`config.mk`:
```
export PLATFORM = sky130hd
export DESIGN_NAME = dbg_hartctl
export DESIGN_NICKNAME = d
export VERILOG_FILES = /design/src/rtl/hsc_pkg.sv /design/src/rtl/hsc_ctl_reg.sv /design/src/rtl/hsc_hart_slice.sv /design/src/rtl/hsc_sel_status.sv /design/src/rtl/dbg_hartctl.sv
export SDC_FILE = /design/constraint.sdc
export NUM_CORES = 1
export LEC_CHECK = 0
export ABC_AREA = 0
export BUFFER_PORTS_ARGS = -buffer_cell sky130_fd_sc_hd__buf_2
export CORE_AREA = 2 2 75 113
export CTS_CLUSTER_SIZE = 40
export DETAILED_ROUTE_END_ITERATION = 10
export DIE_AREA = 0 0 77 115
export SLEW_MARGIN = 20
export SYNTH_ARGS = -nofsm -noshare
export SYNTH_HDL_FRONTEND = slang
export SYNTH_SLANG_ARGS = --single-unit
```
`constraint.sdc`:
```
create_clock -name clk -period 3.8 [get_ports clk]
set_input_delay 0.76 -clock clk [delete_from_list [all_inputs] [get_ports clk]]
set_output_delay 0.76 -clock clk [all_outputs]
set_load 0.02 [all_outputs]
```
`src/rtl/hsc_pkg.sv`:
```
// Package: field positions of the control word and the decoded command type.
// Assumes a 32-bit control word with a 20-bit hart index in two halves.
package hsc_pkg;
    localparam int WORD_W     = 32;
    localparam int HALF_W     = 10;
    localparam int IDX_W      = 2 * HALF_W;
    localparam int B_HALT     = 31;
    localparam int B_RESUME   = 30;
    localparam int B_ACK      = 28;
    localparam int LO_LSB     = 16;
    localparam int HI_LSB     = 6;
    localparam int B_RH_SET   = 3;
    localparam int B_RH_CLR   = 2;
    localparam int B_SYSRST   = 1;
    localparam int B_ACTIVE   = 0;

    typedef struct packed {
        logic             halt;
        logic             resume;
        logic             ack;
        logic             rh_set;
        logic             rh_clr;
        logic             sysrst;
        logic             active;
        logic [IDX_W-1:0] idx;
    } ctl_cmd_t;

    // Split a written control word into its command fields.
    function automatic ctl_cmd_t decode_ctl(input logic [WORD_W-1:0] w);
        ctl_cmd_t d;
        d.halt   = w[B_HALT];
        d.resume = w[B_RESUME];
        d.ack    = w[B_ACK];
        d.rh_set = w[B_RH_SET];
        d.rh_clr = w[B_RH_CLR];
        d.sysrst = w[B_SYSRST];
        d.active = w[B_ACTIVE];
        d.idx    = {w[HI_LSB +: HALF_W], w[LO_LSB +: HALF_W]};
        return d;
    endfunction
endpackage

```
`src/rtl/hsc_ctl_reg.sv`:
```
// Control word register: keeps the active bit, the system reset and the
// selected index. It decides whether a write is accepted.
// Assumes: a write is accepted only when the module is already active and
// the written active bit is 1. All other state is cleared while inactive.
module hsc_ctl_reg
    import hsc_pkg::*;
(
    input  logic                clk,
    input  logic                rst_n,
    input  logic                wr_en_i,
    input  logic [WORD_W-1:0]   wdata_i,
    output ctl_cmd_t            cmd_o,
    output logic                apply_o,
    output logic                active_o,
    output logic                sysrst_o,
    output logic [IDX_W-1:0]    idx_o
);
    logic             active_q;
    logic             sysrst_q;
    logic [IDX_W-1:0] idx_q;

    assign cmd_o   = decode_ctl(wdata_i);
    assign apply_o = wr_en_i && active_q && cmd_o.active;

    // Module-active bit: loaded by every write.
    always_ff @(posedge clk) begin
        if (!rst_n)       active_q <= 1'b0;
        else if (wr_en_i) active_q <= cmd_o.active;
    end

    // Index and system reset: held at zero while inactive, loaded on accepted writes.
    always_ff @(posedge clk) begin
        if (!rst_n || !active_q) begin
            sysrst_q <= 1'b0;
            idx_q    <= '0;
        end else if (apply_o) begin
            sysrst_q <= cmd_o.sysrst;
            idx_q    <= cmd_o.idx;
        end
    end

    assign active_o = active_q;
    assign sysrst_o = sysrst_q;
    assign idx_o    = idx_q;

    p_active_follow_r3: assert property (@(posedge clk) disable iff (!rst_n)
        wr_en_i |=> (active_q == $past(wdata_i[B_ACTIVE])));
    p_sysrst_follow_r11: assert property (@(posedge clk) disable iff (!rst_n)
        apply_o |=> (sysrst_q == $past(wdata_i[B_SYSRST])));
    p_idle_clear_r4: assert property (@(posedge clk) disable iff (!rst_n)
        !active_q |=> (!sysrst_q && idx_q == '0));
endmodule

```
`src/rtl/hsc_hart_slice.sv`:
```
// Per-hart state: halt level, resume pulse, sticky have-reset flag and the
// optional sticky halt-on-reset request with its automatic halt on reset exit.
// Assumes hit_i is already qualified by an accepted write that names this hart.
module hsc_hart_slice #(
    parameter bit RST_HALT_EN = 1'b1
) (
    input  logic clk,
    input  logic rst_n,
    input  logic active_i,
    input  logic hit_i,
    input  logic halt_bit_i,
    input  logic resume_bit_i,
    input  logic ack_bit_i,
    input  logic set_rh_i,
    input  logic clr_rh_i,
    input  logic hart_rst_i,
    output logic halt_o,
    output logic resume_o,
    output logic have_reset_o,
    output logic rst_halt_o
);
    logic rst_seen_q;
    logic halt_q;
    logic resume_q;
    logic have_q;
    logic rh_q;
    logic auto_halt;

    // Previous value of the hart reset, used to find its falling edge.
    always_ff @(posedge clk) begin
        if (!rst_n) rst_seen_q <= 1'b0;
        else        rst_seen_q <= hart_rst_i;
    end

    assign auto_halt = rst_seen_q && !hart_rst_i && rh_q;

    // Halt level: the automatic halt takes priority over the written value.
    always_ff @(posedge clk) begin
        if (!rst_n || !active_i) halt_q <= 1'b0;
        else if (auto_halt)      halt_q <= 1'b1;
        else if (hit_i)          halt_q <= halt_bit_i;
    end

    // Resume pulse: one cycle, dropped when halting in the same write or on auto halt.
    always_ff @(posedge clk) begin
        if (!rst_n || !active_i) resume_q <= 1'b0;
        else resume_q <= hit_i && resume_bit_i && !halt_bit_i && !auto_halt;
    end

    // Sticky have-reset flag: reset input wins over acknowledge.
    always_ff @(posedge clk) begin
        if (!rst_n || !active_i)    have_q <= 1'b0;
        else if (hart_rst_i)        have_q <= 1'b1;
        else if (hit_i && ack_bit_i) have_q <= 1'b0;
    end

    generate
        if (RST_HALT_EN) begin : g_rh
            // Halt-on-reset request: set wins over clear, never self-clears.
            always_ff @(posedge clk) begin
                if (!rst_n || !active_i)   rh_q <= 1'b0;
                else if (hit_i && set_rh_i) rh_q <= 1'b1;
                else if (hit_i && clr_rh_i) rh_q <= 1'b0;
            end
        end else begin : g_no_rh
            assign rh_q = 1'b0;
        end
    endgenerate

    assign halt_o       = halt_q;
    assign resume_o     = resume_q;
    assign have_reset_o = have_q;
    assign rst_halt_o   = rh_q;

    p_auto_halt_r10: assert property (@(posedge clk) disable iff (!rst_n)
        (active_i && rh_q && $fell(hart_rst_i)) |=> halt_q);
    p_have_reset_set_r8: assert property (@(posedge clk) disable iff (!rst_n)
        (active_i && hart_rst_i) |=> have_q);
    p_inactive_clear_r4: assert property (@(posedge clk) disable iff (!rst_n)
        !active_i |=> (!halt_q && !resume_q && !have_q && !rh_q));
    p_resume_excl_r7: assert property (@(posedge clk) disable iff (!rst_n)
        resume_q |-> !halt_q);
endmodule

```
`src/rtl/hsc_sel_status.sv`:
```
// Selected-hart status: picks the flags of the hart named by the current
// index. Returns 0 when the index names no existing hart.
module hsc_sel_status
    import hsc_pkg::*;
#(
    parameter int NUM_HARTS = 4
) (
    input  logic [IDX_W-1:0]     idx_i,
    input  logic [NUM_HARTS-1:0] have_vec_i,
    input  logic [NUM_HARTS-1:0] rh_vec_i,
    output logic                 sel_have_o,
    output logic                 sel_rh_o
);
    // Compare-and-OR selection: no match for indexes at or above NUM_HARTS.
    always_comb begin
        sel_have_o = 1'b0;
        sel_rh_o   = 1'b0;
        for (int h = 0; h < NUM_HARTS; h++) begin
            if (idx_i == IDX_W'(h)) begin
                sel_have_o = sel_have_o | have_vec_i[h];
                sel_rh_o   = sel_rh_o   | rh_vec_i[h];
            end
        end
    end
endmodule

```
`src/rtl/dbg_hartctl.sv`:
```
// Debug hart selection and halt-on-reset controller top. It decodes the
// control word, fans the accepted command out to one slice per hart and
// reports the selected hart's status.
// Assumes NUM_HARTS <= 2**20 and only one hart selected per write.
module dbg_hartctl
    import hsc_pkg::*;
#(
    parameter int NUM_HARTS   = 4,
    parameter bit RST_HALT_EN = 1'b1
) (
    input  logic                 clk,
    input  logic                 rst_n,
    input  logic                 ctl_wr_en_i,
    input  logic [31:0]          ctl_wdata_i,
    input  logic [NUM_HARTS-1:0] hart_rst_i,
    output logic [31:0]          ctl_rdata_o,
    output logic [NUM_HARTS-1:0] halt_req_o,
    output logic [NUM_HARTS-1:0] resume_req_o,
    output logic [NUM_HARTS-1:0] have_reset_o,
    output logic                 sel_have_reset_o,
    output logic                 sel_rst_halt_o,
    output logic                 sys_rst_o,
    output logic                 dm_active_o,
    output logic                 rst_halt_supp_o
);
    localparam logic [IDX_W-1:0] IDX_LIMIT = IDX_W'(NUM_HARTS);

    ctl_cmd_t               cmd;
    logic                   apply;
    logic                   active;
    logic                   sysrst;
    logic [IDX_W-1:0]       idx_q;
    logic [NUM_HARTS-1:0]   rh_vec;

    hsc_ctl_reg u_ctl (
        .clk      (clk),
        .rst_n    (rst_n),
        .wr_en_i  (ctl_wr_en_i),
        .wdata_i  (ctl_wdata_i),
        .cmd_o    (cmd),
        .apply_o  (apply),
        .active_o (active),
        .sysrst_o (sysrst),
        .idx_o    (idx_q)
    );

    generate
        for (genvar h = 0; h < NUM_HARTS; h++) begin : g_hart
            logic hit;
            assign hit = apply && (cmd.idx == IDX_W'(h));
            hsc_hart_slice #(.RST_HALT_EN(RST_HALT_EN)) u_slice (
                .clk          (clk),
                .rst_n        (rst_n),
                .active_i     (active),
                .hit_i        (hit),
                .halt_bit_i   (cmd.halt),
                .resume_bit_i (cmd.resume),
                .ack_bit_i    (cmd.ack),
                .set_rh_i     (cmd.rh_set),
                .clr_rh_i     (cmd.rh_clr),
                .hart_rst_i   (hart_rst_i[h]),
                .halt_o       (halt_req_o[h]),
                .resume_o     (resume_req_o[h]),
                .have_reset_o (have_reset_o[h]),
                .rst_halt_o   (rh_vec[h])
            );
        end
    endgenerate

    hsc_sel_status #(.NUM_HARTS(NUM_HARTS)) u_sel (
        .idx_i      (idx_q),
        .have_vec_i (have_reset_o),
        .rh_vec_i   (rh_vec),
        .sel_have_o (sel_have_reset_o),
        .sel_rh_o   (sel_rst_halt_o)
    );

    // Read-back: multi-hart select (bit 26) and pulse-only fields read 0.
    assign ctl_rdata_o = {5'b0, 1'b0, idx_q[HALF_W-1:0], idx_q[IDX_W-1:HALF_W],
                          4'b0, sysrst, active};
    assign sys_rst_o       = sysrst;
    assign dm_active_o     = active;
    assign rst_halt_supp_o = RST_HALT_EN;

    p_oor_stable_r5: assert property (@(posedge clk) disable iff (!rst_n)
        (apply && cmd.idx >= IDX_LIMIT) |=> $stable(rh_vec));
    p_sel_oor_zero_r12: assert property (@(posedge clk) disable iff (!rst_n)
        (idx_q >= IDX_LIMIT) |-> (!sel_have_reset_o && !sel_rst_halt_o));
endmodule

```
Yosys cells after proc, flatten, opt, wreduce, memory -nomap -nowiden
Cells that the tools add are included.

Output and inout port bits: 49. Bits of input ports: 39. Word-level logic and storage cells: 131. Register bits after elaboration: 42.

Reductions and logical operators: 64. Muxes and demuxes: 32. Equality and inequality tests: 6. Bitwise operators: 6.

Operator list (count): $eq 20x2->1 const B (4); $eq 20x1->1 const B (2); $logic_not 20->1 (2); $logic_and 1x1->1 (38); $mux 1 (32); $reduce_bool 2->1 (12); $logic_not 1->1 (11); $or 1x1->1 (6); $logic_or 1x1->1 (1).

Logic depth before layout (Yosys ltp)
Gate-level depths: netlist (run 1).

Word-level depth: 8. Depth in mapped cells: 5. Gate-level depth less buffers: 4.

By module
A second synthesis (run 1) with hierarchy kept.

Cells, all modules: 234. Area, all modules: 2301.0 µm².

By module, submodules not included: hsc_ctl_reg (sequential area each 440.4 µm², cells an instance 128, area an instance 1256.2 µm², instances 1); hsc_hart_slice (sequential area each 100.1 µm², cells an instance 17, area an instance 187.7 µm², instances 4); dbg_hartctl (sequential area each 0.0 µm², cells an instance 27, area an instance 188.9 µm², instances 1); hsc_sel_status (sequential area each 0.0 µm², cells an instance 11, area an instance 105.1 µm², instances 1).

Worst setup path after synthesis (run 1)
No wires, ideal clock.

Kind: reg2out. From: register u_ctl.idx_q[4] (netlist: u_ctl.idx_o[4]). To: output port sel_have_reset_o. Cell stages (with the launch flop): 4. Data required time: 3.040 ns. Setup slack: 1.344 ns. Buffers on the path: 0. Arrival: 1.696 ns. Cell sequence: dfxtp_1 > or4_1 > or4_1 > nor2b_1.

Word-level cells in the longest chain between the ends: 8. Elaborated cells between the ends (all ways): 11. Classes of those cells: 3 x eq/ne; 4 x mux; 3 x bitwise; 1 x reduce/logical.

RTL lines: start, declared (RTL line hsc_ctl_reg.sv:20) `logic [IDX_W-1:0] idx_q;`; start signal, assigned (RTL line hsc_ctl_reg.sv:38) `idx_q <= cmd_o.idx;`; $logic_not 20->1 (RTL line hsc_sel_status.sv:19) `if (idx_i == IDX_W'(h)) begin`; $mux 1 (RTL line hsc_sel_status.sv:19); $or 1x1->1 (RTL line hsc_sel_status.sv:20) `sel_have_o = sel_have_o | have_vec_i[h];`; $mux 1 (RTL line hsc_sel_status.sv:19); $or 1x1->1 (RTL line hsc_sel_status.sv:20); $mux 1 (RTL line hsc_sel_status.sv:19); $or 1x1->1 (RTL line hsc_sel_status.sv:20); $mux 1 * (RTL line hsc_sel_status.sv:19); end, declared (RTL line dbg_hartctl.sv:20) `output logic sel_have_reset_o,`.

Every way passes the cells marked *; elsewhere a longest branch is shown, timed or not.

Worst setup path in the final report (run 1)
Same ends and word-level chain as after synthesis.

==> results of run 1 <==
[worst min-delay path, cell delays in order, from the launching register on]
cell	delay, ns
dfxtp_1	0.31
nand2_1	0.06
a21oi_1	0.05
[final cells by class]
cell class	instances	area share (%)
multi-input combinational	158	37.4
inverter	5	0.785
clock inverter	2	0.523
timing repair buffer	71	14.9
clock buffer	6	5.81
tap	105	5.49
sequential	42	35.2
[cells in the mapped netlist (5+ instances only)]
library cell  instances
nor3b_1               6
nand3_1               5
dfxtp_1              42
clkbuf_1              8
a21oi_1              21
a31oi_1               8
nand2_1              47
o21ai_0               5
and3_1                7
nor4_1                6
and2_1                6
inv_1                 5
buf_4                25
[how the worst min path moves through the flow]
stage / end / slack, ns / cells after the start
global route: u_ctl.idx_o[6] / 0.49 / 2
CTS: g_hart[0].u_slice.halt_o / 0.47 / 2
global placement: g_hart[0].u_slice.halt_o / 0.45 / 2
finish: u_ctl.idx_o[10] / 0.47 / 2
floorplan: g_hart[0].u_slice.halt_o / 0.44 / 2
detailed placement: g_hart[0].u_slice.halt_o / 0.45 / 2
[where the power goes]
group | internal [uW] | switching [uW]
sequential | 446 | 3.55
combinational | 26.2 | 52.3
clock | 260 | 171
total | 732 | 227
[stage by stage]
step	total power (uW)	hold WS, ns
2_1_floorplan	511	0.439
3_3_place_gp	537	0.448
3_5_place_dp	539	0.452
4_1_cts	973	0.468
5_1_grt	1000	0.492
6_report	959	0.467
[cells in the final DEF, fill, tap and decap left out, drive strengths merged, types with 4 or more instances in the layout]
cell	instances
dfxtp	42
nor2	5
nor3b	6
buf	71
a31o	4
inv	5
and3	7
nand2	47
o21ai	5
conb	11
clkbuf	6
a21oi	21
nand3	5
nor4	6
or4	5
and2	7
a31oi	8
[cells by family after synthesis]
| family | synth area share, % |
|---|---|
| DFF | 43.4 |
| other | 0.388 |
| AOI/OAI and AO/OA | 15.1 |
| buffers and inverters | 12.2 |
| muxes | 2.33 |
| and+or+nand+nor | 26.6 |
[layer usage]
| layer | vias up | global-route usage (%) | share of wire (%) |
|---|---|---|---|
| met5 | - | 0 | 0 |
| met1 | 841 | 13.7 | 39 |
| met4 | 0 | 4.88 | 2.4 |
| li1 | 874 | - | - |
| met2 | 74 | 22.5 | 51 |
| met3 | 8 | 3.53 | 7.0 |
[registers in the layout, summed over array words and instances, names as in the netlist]
register	count
u_ctl.sysrst_o	1
u_ctl.active_o	1
g_hart.u_slice.resume_o	4
g_hart.u_slice.have_reset_o	4
g_hart.u_slice.halt_o	4
u_ctl.idx_o	20
g_hart.u_slice.rst_seen_q	4
g_hart.u_slice.rst_halt_o	4
==> summary.txt, run 1 <==
Route
  • Vias: 1797
  • Vias/cell: 4.62
  • Drt pass-1 iters: 4
  • Routed WL per cell: 13.9 um
  • Initial drt markers: 82
  • # DRC: 0
  • Final WL: 5420 um
  • Routed Antenna Nets: 0

Yosys
  • Largest area contributor in the netlist: dfxtp_1
  • Post-synth EDFFs: 0
  • Synthesized flop and latch total: 42
  • Cells after Synth: 229
  • Yosys warning total: 0
  • Prevailing post-synth register cell: dfxtp_1
  • Cell variety after synth: 35
  • FFs w/ async S/R, synth: 0%
  • Synth top area share: 43.4%
  • Syn avg cell area: 8.46 um2
  • Synth area leaders: dfxtp_1 43%, buf_4 9.7%, nand2_1 9.1%, a21oi_1 5.4%, a31oi_1 2.6%
  • Syn Std Cell Area: 0.00194 mm2
  • Sequential cell area fraction in the yosys report: 43.4%

Final layout
  • Seq. cell area: 841 um2
  • Area of the multi-input gates: 893 um2
  • Fillers: 892
  • Final non-filler cell total: 389
  • Share of post-route cells with drive strength above 1: 32.0%
  • Final Util: 30.2%
  • Final nets: 322
  • Final instance area: 0.00239 mm2
  • Area growth syn-to-layout: 23.4%
  • Diode count: 0

STA
  • Setup TNS: 0 ns
  • Worst Slack Setup Final: 1.04 ns
  • RSZ-0062 raised after global routing: false
  • Fmax: 362 MHz
  • Fin crit period: 2.76 ns
  • Final Setup Violations: 0
  • Final hold vios: 0
  • Post-route clock period utilization: 72.7%
  • Worst slew pin tran: 0.887 ns
  • Slew Limit Headroom: 40.7%
  • Clk_skew: 0.00888 ns
  • Final Max Tran Viols: 0

Worst setup path
  • R2R depth: 4
  • Setup slack, reg-to-reg: 2.14 ns
  • CP Capture Type: output pin
  • CP Launch Point: u_ctl.idx_o[4]
  • Worst path slowest cell: or4_1
  • Crit path max-delay family: simple AND/OR/NAND/NOR gates
  • WP depth: 4
  • Largest stage delay, worst path: 0.56 ns
  • CP cell instances: or4_1 -> or4_1 -> nor2b_1 -> buf_2
  • Most used cell, CP: or4_1
  • Data required, critical path: 3.04 ns
  • CP Launch Type: flop
  • Setup Crit Path Kind: flop to output pin
  • Reg2reg end: g_hart[2].u_slice.resume_o
  • Crit path to: sel_have_reset_o
  • Arrival time at the worst endpoint: 2.00 ns
  • Worst-path maximum fanout: 3
  • Reg-to-reg startpoint: u_ctl.active_o
  • WP buf/inv: 1

Floorplan
  • Vert. Die Dim: 115 um
  • Die area: 0.00886 mm2
  • IO Count: 88
  • Die width: 77 um
  • Core box area: 0.00791 mm2
  • Starting Density: 24.5%
  • # rows: 40

CTS
  • Post-CTS sizing: 0
  • Clock sink total: 42
  • Clock Path Buffers: 2
  • H-tree depth: 2
  • CTS Buf Count: 5
  • Reg clk slew, reported paths: 0.06 ns
  • Post-CTS setup buffers: 0
  • CTS Hold Bufs: 0
  • Clock root buffer: clkbuf_16
  • TritonCTS clock tree: done
  • Clock Latency Late Sink: 0.28 ns

Power
  • Pwr Density: 401 mW/mm2
  • LEAKAGE: 0.00104 uW
  • Peak supply drop: 175 uV

Placed design
  • Placed Cells: 381
  • I/O Buffers: 71
  • Pre-CTS WS: 1.32 ns
  • Post-DP HPWL: 4170 um
  • Gp weighted congestion: 0.798
  • Placed inst area: 0.00224 mm2

GRT
  • Grt ovf: 0
  • Number of global-route vias before repair: 1706
  • Global-route wire length before repair: 8530 um
  • Initial antenna violation count: 0
  • Largest net degree at the start of global routing: 25
  • GR Util All Layers: 12.4%

Worst hold path
  • Worst hold path type: flop to flop
  • Hold wc startpoint: u_ctl.idx_o[10]

Job
  • Max_cap viols: 0

Run status
  • Status: finished clean
Power figures use the tool's default switching activity.
==> run 2, diff against run 1 <==
==> constraint.sdc (replaced) <==
create_clock -name clk -period 2.85 [get_ports clk]
set_input_delay 0.57 -clock clk [delete_from_list [all_inputs] [get_ports clk]]
set_output_delay 0.57 -clock clk [all_outputs]
set_load 0.02 [all_outputs]
==> run 2 against run 1 <==
  * Flip-flop and latch count did not move
  * Cell count rose by 0.51%
  * Critical endpoint is now sel_rst_halt_o
  * Largest cell class unchanged
  * Critical path depth did not move
  * Worst setup slack got worse by 0.76 ns
  * Routed wire length rose by 2.9%
  * Sequential share of layout area fell by 0.22 points
  * Die area did not move
==> summary.txt, run 2 (synthesis results as in run 1) <==
CTS
  • Clock root buffer: clkbuf_16
  • TritonCTS clock tree: done
  • Reg clk slew, reported paths: 0.06 ns (about the same)
  • Post-CTS sizing: 0 (unchanged)
  • H-tree depth: 2 (unchanged)
  • CTS Hold Bufs: 0 (unchanged)
  • CTS Buf Count: 5 (unchanged)
  • Clock Path Buffers: 2 (unchanged)
  • Clock Latency Late Sink: 0.29 ns (about the same)
  • Clock sink total: 42 (unchanged)
  • Post-CTS setup buffers: 0 (unchanged)

Worst setup path
  • Reg2reg end: g_hart[0].u_slice.resume_o
  • Largest stage delay, worst path: 0.56 ns (about the same)
  • R2R depth: 4 (unchanged)
  • Arrival time at the worst endpoint: 2.00 ns (about the same)
  • Most used cell, CP: or4_1
  • CP Launch Type: flop
  • CP cell instances: or4_1 -> or4_1 -> nor2b_1 -> buf_2
  • CP Capture Type: output pin
  • Setup slack, reg-to-reg: 1.14 ns (-1.00 ns)
  • CP Launch Point: u_ctl.idx_o[4]
  • Worst path slowest cell: or4_1
  • Reg-to-reg startpoint: u_ctl.active_o
  • Worst-path maximum fanout: 3 (unchanged)
  • Data required, critical path: 2.28 ns (-0.76 ns)
  • Setup Crit Path Kind: flop to output pin

Power
  • Pwr Density: 532 mW/mm2 (+33%)
  • LEAKAGE: 0.00105 uW (+1.0%)
  • Pwr Total: 1280 uW (+34%)
  • Peak supply drop: 227 uV (+30%)
  • Power share of the clock group: 44.9% (about the same)
  • Switching part of the total: 23.7% (+0.033 points)
  • Comb pwr share: 8.3% (about the same)
  • Net Switching: 304 uW (+34%)
  • Power Internal: 978 uW (+34%)
  • Seq pwr share: 46.8% (about the same)

Route
  • Final WL: 5580 um (+2.9%)
  • Drt pass-1 iters: 4 (unchanged)
  • Vias: 1767 (-1.7%)
  • Routed Antenna Nets: 0 (unchanged)
  • # DRC: 0 (unchanged)
  • Routed WL per cell: 14.3 um (+2.4%)
  • Vias/cell: 4.52 (-2.2%)
  • Initial drt markers: 81 (-1.2%)

Final layout
  • Diode count: 0 (unchanged)
  • Fillers: 909 (+1.9%)
  • Commonest non-fill, non-tap cell in the layout: buf_2
  • Final instance area: 0.00241 mm2 (+0.63%)
  • Most frequent cells in the layout: 71 x buf_2, 47 x nand2_1, 42 x dfxtp_1
  • Final nets: 324 (+0.62%)
  • Largest register FFs: 20 (unchanged)
  • Share of post-route cells with drive strength above 1: 32.5% (+0.48 points)
  • Area growth syn-to-layout: 24.2%

Worst hold path
  • Worst Hold Depth: 2 (unchanged)
  • Hold EP: u_ctl.idx_o[4]
  • Hold wc startpoint: u_ctl.idx_o[4]
  • Worst hold path type: flop to flop

STA
  • Final Max Tran Viols: 0 (unchanged)
  • Clk_skew: 0.00578 ns (-0.00310 ns)
  • Post-route clock period utilization: 90.3%
  • Setup TNS: 0 ns (unchanged)
  • Slew Limit Headroom: 40.8% (+0.11 points)
  • Worst slew pin tran: 0.885 ns (-0.00172 ns)
  • Fmax: 389 MHz
  • Final Setup Violations: 0 (unchanged)
  • RSZ-0062 raised after global routing: false
  • Fin crit period: 2.57 ns
  • Final hold vios: 0 (unchanged)

Run status
  • Status: finished clean

Floorplan
  • # rows: 40 (unchanged)
  • Starting Density: 24.5% (unchanged)
  • IO Count: 88 (unchanged)
  • Die width: 77 um (unchanged)
  • Vert. Die Dim: 115 um (unchanged)
  • Die area: 0.00886 mm2 (unchanged)
  • Core box area: 0.00791 mm2 (unchanged)

GRT
  • GR Util All Layers: 12.9% (+0.52 points)
  • Met2 global-route usage: 23.6% (+1.1 points)
  • Global-route wire length before repair: 8700 um (+2.0%)
  • Grt ovf: 0 (unchanged)
  • Initial antenna violation count: 0 (unchanged)
  • GR Util met1: 14.4% (+0.66 points)
  • Largest net degree at the start of global routing: 25 (unchanged)
  • Most used routing layer: met2
  • Grt met3 use: 3.14% (-0.39 points)
  • Number of global-route vias before repair: 1720 (+0.82%)

Job
  • Max_cap viols: 0 (unchanged)

Placed design
  • Post-DP HPWL: 4350 um (+4.2%)
  • Placed inst area: 0.00225 mm2 (+0.67%)
  • Gp weighted congestion: 0.809 (+1.4%)
  • I/O Buffers: 71 (unchanged)
[run 2: cell count changes in the layout (fill, tap and decap cells not counted)]
| cell | delta |
|---|---|
| buf_4 | +2 |
[run 2: area by class of cell]
type | instances | area (um2) | share of cell area (%)
Clock buffer | 6 | 139 | 5.77
Inverter | 5 | 18.8 | 0.780
Sequential cell | 42 | 841 | 34.9
Multi-Input combinational cell | 158 | 893 | 37.1
Tap cell | 105 | 131 | 5.46
Timing Repair Buffer | 73 | 370 | 15.4
Clock inverter | 2 | 12.5 | 0.520
[run 2: worst max path at each step]
stage                                    end  slack, ns
floorplan                   sel_have_reset_o       0.58
CTS                           sel_rst_halt_o       0.24
detailed placement  g_hart[3].u_slice.halt_o       0.55
global route                  sel_rst_halt_o       0.17
finish                        sel_rst_halt_o       0.28
global placement    g_hart[3].u_slice.halt_o       0.55
[run 2: metrics by stage]
step	utilization (%)	setup slack (ns)	hold slack (ns)	cells
floorplan	-	0.584	0.439	238
global placement	28.5	0.554	0.447	383
detailed placement	28.5	0.549	0.458	383
CTS	30.4	0.245	0.469	391
global route	30.4	0.167	0.490	391
finish	30.4	0.277	0.470	391
[run 2: per-layer routing]
layer,vias to the layer above,part of all wire (%)
li1,880,-
met1,825,42
met3,6,4.8
met4,0,1.6
met2,56,52
met5,-,0
[run 2: worst max-delay path, delay by kind of cell, from the launching register on]
family / cells / cell delay, ns
buffers and inverters: 1 / 0.17
AND/OR/NAND/NOR: 3 / 1.23
flip-flops: 1 / 0.32
[run 2: power by group through the flow]
stage                     Clock, uW  Sequential [uW]  Combinational (uW)
final                           575              600                 106
after global routing            624              600                 118
after CTS                       593              599                 108
after detailed placement          0              613                 108
after global placement            0              612                 106
after floorplan                   0              615                66.1
